==> config.mk <==
export PLATFORM = sky130hd
export DESIGN_NAME = ir_carrier_gen
export DESIGN_NICKNAME = d
export VERILOG_FILES = /design/src/rtl/ir_mod_pkg.sv /design/src/rtl/ir_tick_mux.sv /design/src/rtl/ir_cfg_hold.sv /design/src/rtl/ir_phase_core.sv /design/src/rtl/ir_carrier_gen.sv
export SDC_FILE = /design/constraint.sdc
export NUM_CORES = 1
export LEC_CHECK = 0
export BUFFER_PORTS_ARGS = -buffer_cell sky130_fd_sc_hd__buf_2
export CAP_MARGIN = 0
export CELL_PAD_IN_SITES_DETAIL_PLACEMENT = 0
export CELL_PAD_IN_SITES_GLOBAL_PLACEMENT = 1
export CORE_ASPECT_RATIO = 1.4
export CORE_MARGIN = 2
export CORE_UTILIZATION = 46
export CTS_CLUSTER_DIAMETER = 150
export DETAILED_ROUTE_END_ITERATION = 10
export PLACE_DENSITY = 0.93
export SYNTH_ARGS = -nofsm -noshare
export SYNTH_HDL_FRONTEND = slang
export SYNTH_HIERARCHICAL = 1
export SYNTH_SLANG_ARGS = --single-unit
==> constraint.sdc <==
create_clock -name clk -period 3.49 [get_ports clk]
set_input_delay 0.349 -clock clk [delete_from_list [all_inputs] [get_ports clk]]
set_output_delay 0.349 -clock clk [all_outputs]
set_load 0.01 [all_outputs]
==> src/rtl/ir_mod_pkg.sv <==
package ir_mod_pkg;

    typedef enum logic [1:0] {
        TICK_SYS   = 2'd0,
        TICK_XTAL3 = 2'd1,
        TICK_1US   = 2'd2,
        TICK_10US  = 2'd3
    } tick_src_e;

    typedef enum logic {
        PH_HIGH = 1'b0,
        PH_LOW  = 1'b1
    } phase_e;

endpackage

==> src/rtl/ir_tick_mux.sv <==
module ir_tick_mux
    import ir_mod_pkg::*;
(
    input  logic [1:0] sel,
    input  logic       pulse_xtal3,
    input  logic       pulse_1us,
    input  logic       pulse_10us,
    output logic       tick
);
    always_comb begin
        unique case (tick_src_e'(sel))
            TICK_SYS:   tick = 1'b1;
            TICK_XTAL3: tick = pulse_xtal3;
            TICK_1US:   tick = pulse_1us;
            TICK_10US:  tick = pulse_10us;
            default:    tick = 1'b0;
        endcase
    end
endmodule

==> src/rtl/ir_cfg_hold.sv <==
module ir_cfg_hold #(
    parameter int CNT_W = 16,
    localparam int CFG_W = 2 * CNT_W
) (
    input  logic             clk,
    input  logic             rst_n,
    input  logic             load,
    input  logic [CFG_W-1:0] cfg_in,
    output logic [CNT_W-1:0] hi_last,
    output logic [CNT_W-1:0] lo_last
);
    typedef struct packed {
        logic [CNT_W-1:0] lo;
        logic [CNT_W-1:0] hi;
    } cfg_st_t;

    cfg_st_t cfg_d, cfg_q;

    always_comb begin
        cfg_d = cfg_q;
        if (load) begin
            cfg_d.hi = cfg_in[CNT_W-1:0];
            cfg_d.lo = cfg_in[CFG_W-1:CNT_W];
        end
    end

    always_ff @(posedge clk or negedge rst_n) begin
        if (!rst_n) cfg_q <= '0;
        else        cfg_q <= cfg_d;
    end

    assign hi_last = cfg_q.hi;
    assign lo_last = cfg_q.lo;
endmodule

==> src/rtl/ir_phase_core.sv <==
module ir_phase_core
    import ir_mod_pkg::*;
#(
    parameter int CNT_W = 16
) (
    input  logic             clk,
    input  logic             rst_n,
    input  logic             run,
    input  logic             tick,
    input  logic [CNT_W-1:0] hi_last,
    input  logic [CNT_W-1:0] lo_last,
    output phase_e           phase,
    output logic             wrap
);
    typedef struct packed {
        phase_e           phase;
        logic [CNT_W-1:0] cnt;
    } core_st_t;

    core_st_t st_d, st_q;

    always_comb begin
        st_d = st_q;
        wrap = 1'b0;
        if (!run) begin
            st_d.phase = PH_HIGH;
            st_d.cnt   = '0;
        end else if (tick) begin
            if (st_q.phase == PH_HIGH) begin
                if (st_q.cnt == hi_last) begin
                    st_d.phase = PH_LOW;
                    st_d.cnt   = '0;
                end else begin
                    st_d.cnt = st_q.cnt + 1'b1;
                end
            end else begin
                if (st_q.cnt == lo_last) begin
                    st_d.phase = PH_HIGH;
                    st_d.cnt   = '0;
                    wrap       = 1'b1;
                end else begin
                    st_d.cnt = st_q.cnt + 1'b1;
                end
            end
        end
    end

    always_ff @(posedge clk or negedge rst_n) begin
        if (!rst_n) begin
            st_q.phase <= PH_HIGH;
            st_q.cnt   <= '0;
        end else begin
            st_q <= st_d;
        end
    end

    assign phase = st_q.phase;
endmodule

==> src/rtl/ir_carrier_gen.sv <==
module ir_carrier_gen
    import ir_mod_pkg::*;
#(
    parameter int CNT_W = 16,
    localparam int CFG_W = 2 * CNT_W
) (
    input  logic             clk,
    input  logic             rst_n,
    input  logic             en,
    input  logic             force_high,
    input  logic             mod_req,
    input  logic [1:0]       tick_sel,
    input  logic             tick_xtal3_i,
    input  logic             tick_1us_i,
    input  logic             tick_10us_i,
    input  logic [CFG_W-1:0] mod_cfg,
    output logic             carrier_o,
    output logic             period_done_o,
    output logic             ir_o
);
    logic             tick;
    logic             wrap;
    logic             cfg_load;
    logic [CNT_W-1:0] hi_last;
    logic [CNT_W-1:0] lo_last;
    phase_e           phase;

    ir_tick_mux u_tick (
        .sel         (tick_sel),
        .pulse_xtal3 (tick_xtal3_i),
        .pulse_1us   (tick_1us_i),
        .pulse_10us  (tick_10us_i),
        .tick        (tick)
    );

    // lengths follow the input while idle, and are resampled only at a wrap
    assign cfg_load = !en || wrap;

    ir_cfg_hold #(.CNT_W(CNT_W)) u_cfg (
        .clk     (clk),
        .rst_n   (rst_n),
        .load    (cfg_load),
        .cfg_in  (mod_cfg),
        .hi_last (hi_last),
        .lo_last (lo_last)
    );

    ir_phase_core #(.CNT_W(CNT_W)) u_core (
        .clk     (clk),
        .rst_n   (rst_n),
        .run     (en),
        .tick    (tick),
        .hi_last (hi_last),
        .lo_last (lo_last),
        .phase   (phase),
        .wrap    (wrap)
    );

    assign carrier_o     = en && (phase == PH_HIGH);
    assign period_done_o = wrap;
    assign ir_o          = force_high || (mod_req && carrier_o);
endmodule

==> reports/results.tsv <==
stage	metric	value	unit
run_status	status	finished, final reports clean	
finish	multi_input_comb_area	0.001419	mm²
finish	diodes	0	
drt	first_pass_iters	4	
clocking	numClockSinks	49	
clocking	cts_tree	yes	
timing	fin_crit_sh	83.23	%
power	p_leak	1.428	nW
critical_path	required	3.68	ns
yosys	synth_area_leaders	dfrtp_1 (44%), mux2_4 (16%), xnor2_1 (7.2%)	
drt	via_count	2038	
worst_hold_path	min_path_type	in -> async	
critical_path	critPathKind	reg -> reg	
finish	drive_above_1_share	32.41	%
grt	top_usage_layer	met2	
grt	grt_pass1_vias	1969	
grt	grt_antenna_before_repair	0	
yosys	syn_area	0.002809	mm²
clocking	cts.reportedPaths.clkPinSlew	0.09	ns
placement	place_hpwl	4665	µm
yosys	synth_top_area_share	43.65	%
critical_path	startpoint_type	flop	
floorplanning	die_y	96.46	µm
yosys	synth_ff_type	dfrtp_1	
clocking	post_cts_buffers	0	
grt	grt.total_usage	19.15	%
drt	drt-initial-drc-count	71	
finish	final_nets	332	
timing	setup_slack	0.5851	ns
timing	relSlewSlack	25.09	%
power	ir_drop	0.0002474	V
timing	fmax	0.3442	GHz
timing	rsz0062_at_grt	no	
critical_path	end_kind	flop	
floorplanning	die_area	0.006757	mm²
drt	drc	0	
critical_path	arrival	3.10	ns
floorplanning	start_util	47.91	%
timing	tightest_slew	1.120	ns
timing	tns	0	ns
clocking	hold_buffers	0	
critical_path	rrSetupSlack	0.59	ns
yosys	synth_cells	253	
critical_path	reg2reg_from	u_core/st_q[5]	
timing	slew_violations	0	
grt	grt_use_met2	35.32	%
floorplanning	io_pins	45	
floorplanning	die_w	70.05	µm
clocking	clk_path_buf_depth	2	
timing	final_hold_viol_count	0	
yosys	yosysUniqueCellTypes	39	
clocking	cts_buffers	5	
grt	grt_pass1_wl	9901	µm
power	pwr_density_cell	377.2	mW/mm²
yosys	synth_common_cells	dfrtp_1 (49), mux2_4 (30), nand2_1 (24), xnor2_1 (23), nand3_1 (21)	
power	report.power.total	1.168	mW
grt	grt_max_degree	50	
drt	routedWlPerCell	17.24	µm
drt	via_per_inst	5.661	
yosys	synth_nets	296	
grt	use_met1	22.29	%
floorplanning	rows	33	
yosys	synth-seq-area-share	43.65	%
placement	routabilityCongestion	0.8576	
clocking	htree_levels	2	
clocking	clockRootBuffer	clkbuf_8	
finish	seq_area	0.001226	mm²
yosys	yosys.area.top_type	dfrtp_1	
drt	routed_wirelength	6206	µm
run	timing.max_cap.violations	0	
finish	nFillCells	510	
critical_path	r2r_cells	8	
placement	dp_slack	0.6437	ns
floorplanning	core-area	0.005863	mm²
grt	grt-ovfl-total	0	
yosys	synthArstFlopShare	100.0	%
finish	syn2layout_area_growth	10.20	%
finish	utilization	52.80	%
clocking	insertion_delay	0.30	ns
drt	ant_nets	0	
clocking	cts_resized	0	
yosys	synth-edff-count	0	
yosys	ys_ff_latch	49	
critical_path	worst_r2r_endpoint	u_cfg/hi_last[14]	
critical_path	path_max_fanout	17	
grt	met3_usage	2.178	%
yosys	avgSynthCellArea	11.10	µm²
yosys	yosysMostFrequentCell	dfrtp_1	
yosys	ys_warn_count	6	
timing	setup_violations	0	
placement	buffer_ports.inserted	44	
timing	min_period	2.905	ns
timing	fin_skew	0.008875	ns
[state kept, by name, indices dropped and copies added, names as in the netlist]
| signal | cells |
|---|---|
| u_core/st_q | 16 |
| u_cfg/lo_last | 16 |
| u_core/phase | 1 |
| u_cfg/hi_last | 16 |
[through the flow]
step	cells	hold WS [ns]	cell area [µm²]
detailed placement	352	0.5221	3009
CTS	360	0.2641	3095
global route	360	0.2632	3095
floorplan	253	0.05341	2809
global placement	352	0.5209	3009
finish	360	0.2335	3095
[report_power, final]
| group | leakage [nW] | switching [mW] | internal (mW) |
|---|---|---|---|
| combinational | 0.774 | 0.0824 | 0.110 |
| sequential | 0.610 | 0.0406 | 0.608 |
| clock | 0.0439 | 0.188 | 0.139 |
[placed cells by master (no fill, tap or decap), types with 4 or more instances in the layout]
master	netlist	routed
buf_4	0	5
nand2_1	24	24
o211ai_1	6	6
nor4_1	5	5
nor3_1	4	4
nor2_1	10	10
mux2_4	30	30
nand4_1	10	10
dfrtp_1	49	49
xor2_1	9	9
clkbuf_8	0	5
buf_2	1	44
xnor2_1	23	23
inv_1	5	5
nand3_1	21	21
[worst max-delay path by stage]
stage	from	to	cells past startpoint
2_1_floorplan	u_core/st_q[5]	u_cfg/hi_last[0]	10
3_3_place_gp	u_core/st_q[5]	u_cfg/hi_last[11]	8
3_5_place_dp	u_core/st_q[3]	u_cfg/hi_last[10]	9
4_1_cts	u_core/st_q[3]	u_cfg/hi_last[14]	9
5_1_grt	u_core/st_q[3]	u_cfg/hi_last[14]	9
6_report	u_core/st_q[5]	u_cfg/hi_last[14]	8
[critical path, stage by stage (launching register included)]
cell	delay, ns
dfrtp_1	0.50
xor2_1	0.23
nor4_1	0.32
nand3_1	0.12
nor3_1	0.28
and3_1	0.23
nand2b_2	0.48
buf_4	0.30
mux2_4	0.32
[metal layers]
layer  vias up  routed length (µm)
li1        960                   -
met1      1006                2473
met2        55                3288
met3        17                 206
met4         0                 238
met5         -                   0
[kinds of logic after synthesis]
logic type,Yosys count,share of synthesized area (%)
adder cells (fa/ha/maj),1,0.4454
flip-flops,49,43.65
AND/OR/NAND/NOR,90,17.24
AO/OA/AOI/OAI,22,5.212
buffers and inverters,25,5.924
XOR/XNOR,32,9.978
multiplexers,34,17.55
[layout make-up]
class,instances,share of cell area [%]
Clock buffer,5,2.223
Multi-Input combinational cell,179,45.84
Timing Repair Buffer,49,8.327
Clock inverter,3,0.5659
Tap cell,70,2.829
Inverter,5,0.6063
Sequential cell,49,39.61
Power figures use the tool's default switching activity.
